--- src/rtl/burst_ofs_ctr.sv ---
module burst_ofs_ctr #(
  parameter int OFS_W = 2
) (
  input  logic             clk,
  input  logic             rst,
  input  logic             linear_mode,
  input  logic             load,
  input  logic [OFS_W-1:0] start_ofs,
  input  logic             adv,
  output logic [OFS_W-1:0] ofs,
  output logic             last_beat
);
  localparam logic [OFS_W-1:0] BEAT_LAST = {OFS_W{1'b1}};

  logic [OFS_W-1:0] base_q;
  logic [OFS_W-1:0] beat_q;

  always_ff @(posedge clk) begin
    if (rst) begin
      base_q <= '0;
      beat_q <= '0;
    end else if (load) begin
      base_q <= start_ofs;
      beat_q <= '0;
    end else if (adv) begin
      beat_q <= beat_q + 1'b1;
    end
  end

  assign ofs       = linear_mode ? base_q + beat_q : base_q ^ beat_q;
  assign last_beat = (beat_q == BEAT_LAST);
endmodule


--- config.mk ---
export PLATFORM = sky130hd
export DESIGN_NAME = burst_ofs_ctr
export DESIGN_NICKNAME = d
export VERILOG_FILES = /design/src/rtl/burst_ofs_ctr.sv
export SDC_FILE = /design/constraint.sdc
export NUM_CORES = 1
export LEC_CHECK = 0
export BUFFER_PORTS_ARGS = -buffer_cell sky130_fd_sc_hd__buf_2
export CORE_AREA = 2 2 39 41
export DETAILED_ROUTE_END_ITERATION = 7
export DIE_AREA = 0 0 41 43
export GPL_TIMING_DRIVEN = 0
export SYNTH_ARGS = -nofsm -noshare
export SYNTH_HDL_FRONTEND = slang
export SYNTH_SLANG_ARGS = --single-unit
--- constraint.sdc ---
create_clock -name clk -period 2.05 [get_ports clk]
set_input_delay 0.205 -clock clk [delete_from_list [all_inputs] [get_ports clk]]
set_output_delay 0.205 -clock clk [all_outputs]
set_load 0.01 [all_outputs]
**Yosys cells after proc, flatten, opt, wreduce, memory -nomap -nowiden**

Index checks and enable logic that the tools add are counted.

- Logic and storage cells: 8
- Output and inout bits: 3
- Register bits: 4
- Input port bits: 7

- Reductions and logical operators: 1
- Equality and inequality tests: 1
- Bitwise gates (word level): 1
- Mux-type cells: 1
- Add/sub/neg operators: 2

Operators by type and width:

| operator | number |
|---|---|
| adder 2 x 1 -> 2 bit, second input constant | 1 |
| adder 2 bit | 1 |
| == test 2 bit, second input constant | 1 |
| 2-to-1 mux 2 bit | 1 |
| OR reduction 2 bit | 1 |
| XOR 2 bit | 1 |

**Depth between registers and ports, before layout**

Gate-level depths: netlist of run 1.

- Depth after elaboration: 2
- Mapped depth: 3
- Mapped depth without buffers: 3

**Worst setup path before layout of run 1**

No wires, ideal clock.

- Path type: register -> output
- From: register beat_q[0]
- To: output port ofs[1]
- Data required time: 1,845 ps
- Buffers on the path: 0
- Path slack: 1,075 ps
- Stages on the path, launching flop included: 4
- Arrival time: 770 ps
- Path through: dfxtp_1 -> ha_1 -> nand2_1 -> xnor2_1

- Cells in the longest elaborated chain, start to end: 2

RTL lines:

| element | line | text |
|---|---|---|
| start, declared | 16 | `logic [OFS_W-1:0] beat_q;` |
| start signal, assigned | 26 | `beat_q <= beat_q + 1'b1;` |
| adder 2 bit | 30 | `assign ofs = linear_mode ? base_q + beat_q : base_q ^ beat_q;` |
| 2-to-1 mux 2 bit | 30 |  |
| end, declared | 10 | `output logic [OFS_W-1:0] ofs,` |

Every way passes these cells.

**Final worst setup path of run 1**

Ends and elaborated chain as after synthesis.

==> qor.yml, run 1 <==
status:
  status: "complete, no violations"
timing:
  setup_ws_ns: 0.7723
  finalSetupTns_ns: 0
  fmax_ghz: 0.7826
  finClkSkew_ns: 0.00006740
  rsz0062_at_grt: "false"
  hold_viol: 0
  setup_violations: 0
  period_share_pct: 62.33
  worst_pin_slew_ns: 0.1352
  period_minus_slack_ns: 1.278
  hold_ws_ns: 0.1796
  maxSlewHeadroom_pct: 90.73
  maxSlewViolCount: 0
placed_design:
  placed_cells: 42
  pre_cts_slack_ns: 1.002
  globalplace.congestion: 0.5477
  port_buffers: 9
final_layout:
  stdcell_count: 45
  drive_gt1_share_pct: 41.38
  fillers: 159
  multiInputGateArea_sq_um: 102.6
  area_delta_synth_final_pct: 47.95
  seq_area_sq_um: 80.08
  n_antenna_cell: 0
  nets: 40
power_and_ir_drop:
  power_uw: 205.8
  powerDensity_nw_per_um2: 761.4
  vdd_drop_max_mv: 0.3061
  leakage_nw: 0.1418
floorplan:
  pin_count: 10
  fp.dieArea_sq_um: 1763
  coreArea_sq_um: 1384
  row_count: 14
  die_width_um: 41
  die_height_um: 43
  initial_core_util_pct: 13.20
synthesis:
  synth.distinct_cells: 8
  yosysWarnings: 0
  syn_avg_cell_area_sq_um: 10.75
  ys_ff_latch: 4
  ys_seq_area_share_pct: 43.84
  syn-num-nets: 26
  netlist_instances: 17
  netlist_area_sq_um: 182.7
clock_network:
  cts_buffer_depth: 2
  numClockSinks: 4
  cts_setup_buffers: 0
  cts_hold_buf: 0
  cts.repair.resized: 0
  cts_tree: "done"
  cts_made_buffers: 3
  clk_pin_slew_ns: 0.04
  ctsHtreeMaxLevel: 1
  cts_root_buffer: "clkbuf_4"
  clock_latency_ns: 0.23
flow_run:
  max_cap_violations: 0
routing:
  wl_per_cell_um: 7.467
  dr.pass1.iters: 2
  wirelength_um: 336
  vias: 151
  post-route-drc-count: 0
  ant_nets: 0
  detail_route.vias_per_cell: 3.356
  first_iter_violations: 4
worst_setup_path:
  critPathKind: "reg -> out"
  crit_path_max_fanout: 3
  cp-start-kind: "flip-flop"
  cp.arrival_ns: 1.07
  endpoint_kind: "output port"
  cp.required_ns: 1.85
grt:
  grt_pass1_vias: 131
  overflow: 0
  grt_usage_pct: 5.120
  grt_start_max_net_pins: 5
  grt_pass1_wl_um: 517
  antenna_found_initial: 0
min_path:
  hp-class: "in -> reg"
==> sequential cells by signal, indices dropped and copies added (netlist names) <==
register	count
base_q	2
beat_q	2
==> cell usage in the layout (no fill, tap or decap), drive strengths merged <==
master / instances
buf: 9
clkbuf: 3
dfxtp: 4
ha: 2
mux2i: 3
nand2: 1
nor2: 2
nor3: 2
xnor2: 2
xor2: 1
==> per-layer routing <==
metal	vias up	global-route usage (%)	routed length, um
li1	83	-	-
met1	56	6.431	151
met2	12	5.000	109
met3	0	6.283	76
met4	0	2.000	0
met5	-	0	0
==> where the power goes <==
part	internal (mW)	leakage (nW)	switching, mW	total [mW]
Clock	0.0654	0.0138	0.0307	0.0961
Combinational	0.0135	0.0951	0.0114	0.0249
Sequential	0.0821	0.0328	0.00271	0.0848
Total	0.161	0.142	0.0448	0.206
==> path summary, 6_finish.rpt <==
| check | from | to | slack, ns | cells past startpoint |
|---|---|---|---|---|
| max reg2reg | beat_q[0]$_SDFFE_PP0P_ | beat_q[1]$_SDFFE_PP0P_ | 1.12 | 3 |
| min reg2reg | base_q[0]$_SDFFE_PP0P_ | base_q[0]$_SDFFE_PP0P_ | 0.50 | 2 |
| min | rst | beat_q[1]$_SDFFE_PP0P_ | 0.18 | 2 |
| max | beat_q[0]$_SDFFE_PP0P_ | ofs[1] | 0.77 | 4 |
==> per-stage QoR <==
stage                     util, %  area, sq um
after floorplan                 -        182.7
after global placement      17.90        247.7
after detailed placement    17.90        247.7
after CTS                   19.53        270.3
after global routing        19.53        270.3
final                       19.53        270.3
==> worst max-delay path, cell delays in order (launching register included) <==
cell     delay (ns)
dfxtp_1        0.36
ha_1           0.16
nand2_1        0.06
xnor2_1        0.12
buf_2          0.14
==> synth_stat cells (all sizes together) <==
library cell  count  area (sq um)
nor2              2         7.510
ha                2         25.02
nand2             1         3.750
dfxtp             4         80.08
xnor2             2         17.52
xor2              1         8.760
mux2i             3         30.03
nor3              2         10.01
==> area by class of cell <==
cell class | instances | share of cell area, %
well taps | 16 | 7.407
multi-input cells | 13 | 37.96
repair buffers | 9 | 16.67
clock buffers | 3 | 8.333
flip-flops and latches | 4 | 29.63
==> cells by family (layout without fill, tap and decap cells) <==
| kind of cell | count (synthesis) | after routing | synth area share [%] |
|---|---|---|---|
| AND/OR/NAND/NOR | 5 | 5 | 11.64 |
| flip-flops | 4 | 4 | 43.84 |
| XOR/XNOR | 3 | 3 | 14.39 |
| multiplexers | 3 | 3 | 16.44 |
| adder cells (fa/ha/maj) | 2 | 2 | 13.70 |
| buffers and inverters | 0 | 12 | 0 |
Power figures use the tool's default switching activity.
==> inputs of run 2 (changes only) <==
Settings changed: ABC_AREA set to 1.
Clock period 2.05 ns to 1.3 ns, I/O delays scaled along.
==> qor.yml, run 2 <==
status:
  status: "complete, no violations"
synthesis:
  ys_ff_latch: 4  # unchanged
  netlist_instances: 31  # +14
  yosys.area.top_type: "dfxtp_1"
  netlist_area_sq_um: 211.5  # +16%
  ys_seq_area_share_pct: 37.87  # -6.0 points
  async_flop_share_pct: 0  # unchanged
  synth_area_leaders: "dfxtp_1, nand2_1, ha_1"
  yosys.area.top_type_share_pct: 37.87  # -6.0 points
  syn-num-nets: 40  # +54%
  yosysWarnings: 0  # unchanged
  syn_avg_cell_area_sq_um: 6.821  # -37%
  synth_edf_count: 0  # unchanged
  synth_most_common_cell: "nand2_1"
  synth.distinct_cells: 10  # +2
  synthTopCellsByCount: "nand2_1, inv_1, nor2_1, dfxtp_1"
  synth-main-ff-cell: "dfxtp_1"
grt:
  grt_start_max_net_pins: 5  # unchanged
  grt_pass1_wl_um: 731  # +41%
  use_met3_pct: 3.141  # -3.1 points
  grt_usage_pct: 6.533  # +1.4 points
  use_met1_pct: 8.065  # +1.6 points
  grt_util_met2_pct: 7.813  # +2.8 points
  grt_pass1_vias: 200  # +53%
  antenna_found_initial: 0  # unchanged
  overflow: 0  # unchanged
  grt-busiest-layer: "met1"
clock_network:
  cts_tree: "done"
  clock_latency_ns: 0.24  # about the same
  cts_made_buffers: 3  # unchanged
  ctsHtreeMaxLevel: 1  # unchanged
  cts_root_buffer: "clkbuf_4"
  cts_buffer_depth: 2  # unchanged
  clk_pin_slew_ns: 0.04  # about the same
  numClockSinks: 4  # unchanged
timing:
  maxSlewViolCount: 0  # unchanged
  finalSetupTns_ns: 0  # unchanged
  hold_viol: 0  # unchanged
  finClkSkew_ns: 0.00003370  # -0.00003371 ns
  worst_pin_slew_ns: 0.1545  # +0.01931 ns
  hold_ws_ns: 0.1343  # -0.04533 ns
  setup_violations: 0  # unchanged
  maxSlewHeadroom_pct: 89.59  # -1.1 points
  fmax_ghz: 0.8223
  period_share_pct: 93.54
  period_minus_slack_ns: 1.216
worst_setup_path:
  r2r_cells: 4  # +1
  cp.required_ns: 1.17  # -0.68 ns
  timing.rr.start: "beat_q[0]$_SDFFE_PP0P_"
  rrSetupSlack_ns: 0.29  # -0.83 ns
  r2r-end: "beat_q[1]$_SDFFE_PP0P_"
  cp-start-kind: "flip-flop"
  crit_path_max_fanout: 3  # unchanged
  endpoint_kind: "output port"
  cp.arrival_ns: 1.09  # +0.02 ns
  critPathKind: "reg -> out"
routing:
  ant_nets: 0  # unchanged
  post-route-drc-count: 0  # unchanged
  wirelength_um: 422  # +26%
  first_iter_violations: 0  # -4
  dr.pass1.iters: 1  # -1
  vias: 224  # +48%
  detail_route.vias_per_cell: 3.733  # +11%
  wl_per_cell_um: 7.033  # -5.8%
final_layout:
  design_area_sq_um: 330.3  # +22%
  fillers: 154  # -3.1%
  area_delta_synth_final_pct: 56.21
  stdcell_count: 60  # +33%
  final_cell_mix: "buf_2, nand2_1, inv_1, nor2_1, clkbuf_4"
  nets: 55  # +38%
  multiInputGateArea_sq_um: 123.9  # +21%
  seq_area_sq_um: 82.58  # +3.1%
  drive_gt1_share_pct: 40.91  # -0.47 points
  layout_commonest_cell: "buf_2"
  top_regs: "base_q x2, beat_q x2"
  n_antenna_cell: 0  # unchanged
placed_design:
  globalplace.congestion: 0.6124  # +12%
  dp_hpwl_um: 338.8
  port_buffers: 9  # unchanged
  placed_cells: 56  # +33%
  place_area_sq_um: 276.5  # +12%
power_and_ir_drop:
  leakage_nw: 0.1789  # +26%
  vdd_drop_max_mv: 0.3774  # +23%
  powerDensity_nw_per_um2: 1047  # +38%
floorplan:
  pin_count: 10  # unchanged
  row_count: 14  # unchanged
  fp.dieArea_sq_um: 1763  # unchanged
  die_width_um: 41  # unchanged
  initial_core_util_pct: 15.28  # +2.1 points
  coreArea_sq_um: 1384  # unchanged
  die_height_um: 43  # unchanged
min_path:
  min_from: "start_ofs[0]"
  holdPathEnd: "base_q[0]$_SDFFE_PP0P_"
  hp-class: "in -> reg"
  hold_depth: 3  # +1
flow_run:
  max_cap_violations: 0  # unchanged
run 2: cell types whose count changed in the layout (fill, tap and decap cells not counted), moves of 2 or more:
cell     previous run  this run
nor3_1              2         0
nand3_1             0         2
dfxtp_2             0         2
nand2_1             1         6
a21oi_1             0         2
nor2_1              2         5
mux2i_1             3         0
inv_1               0         5
dfxtp_1             4         2
o21ai_0             0         2
run 2: metrics by stage:
| step | total power, mW | worst slack [ns] | util (%) |
|---|---|---|---|
| floorplan | 0.1623 | 0.3992 | - |
| global placement | 0.1800 | 0.2534 | 19.98 |
| detailed placement | 0.1812 | 0.2468 | 19.98 |
| CTS | 0.3444 | 0.02731 | 21.70 |
| global route | 0.3679 | -0.006835 | 23.87 |
| finish | 0.3459 | 0.08395 | 23.87 |
run 2: repair_timing:
action                     4_1_cts  5_1_grt
pin swaps                        0        3
buffers inserted                 0        1
gates resized for setup          1        5
setup endpoints to repair        1        1
hold buffers                     0        0
cloned                           0        0
run 2: final cells by class:
class	count	area share, %
inverters	6	6.818
multi-input cells	21	37.50
repair buffers	10	17.80
flip-flops and latches	4	25.00
well taps	16	6.061
clock buffers	3	6.818
run 2: power by group:
group | internal (mW) | switching [mW]
Clock | 0.103 | 0.0537
Combinational | 0.0274 | 0.0244
Sequential | 0.131 | 0.00609
Total | 0.262 | 0.0843
run 2: routing by layer:
metal | vias to the layer above | part of all wire (%)
met5 | - | 0
met4 | 0 | 0
met3 | 0 | 8.5
met2 | 8 | 44
met1 | 93 | 47
li1 | 123 | -
run 2: cell families (layout without fill, tap and decap cells):
| logic type | after synthesis | after routing | share of synthesized area [%] |
|---|---|---|---|
| simple gates | 14 | 14 | 26.04 |
| buf+inv | 6 | 19 | 10.65 |
| compound gates | 4 | 4 | 9.468 |
| flops | 4 | 4 | 37.87 |
| fa+ha+maj | 2 | 2 | 11.83 |
| xor+xnor | 1 | 1 | 4.143 |
run 2: how the worst max path moves through the flow:
stage / endpoint / start / depth (start not counted) / slack [ns]
6_report: ofs[1] / beat_q[0]$_SDFFE_PP0P_ / 7 / 0.08
5_1_grt: ofs[1] / beat_q[0]$_SDFFE_PP0P_ / 7 / -0.007
4_1_cts: ofs[1] / beat_q[0]$_SDFFE_PP0P_ / 7 / 0.03
3_5_place_dp: ofs[1] / beat_q[0]$_SDFFE_PP0P_ / 7 / 0.25
3_3_place_gp: ofs[1] / beat_q[0]$_SDFFE_PP0P_ / 7 / 0.25
2_1_floorplan: ofs[1] / beat_q[0]$_SDFFE_PP0P_ / 6 / 0.40
run 2: critical path, stage by stage (launching register included):
cell and delay, ns:
dfxtp_2 0.36, ha_4 0.13, nand2_2 0.05, inv_1 0.04, nand3_1 0.05, nand2_1 0.06
inv_1 0.04, buf_6 0.11
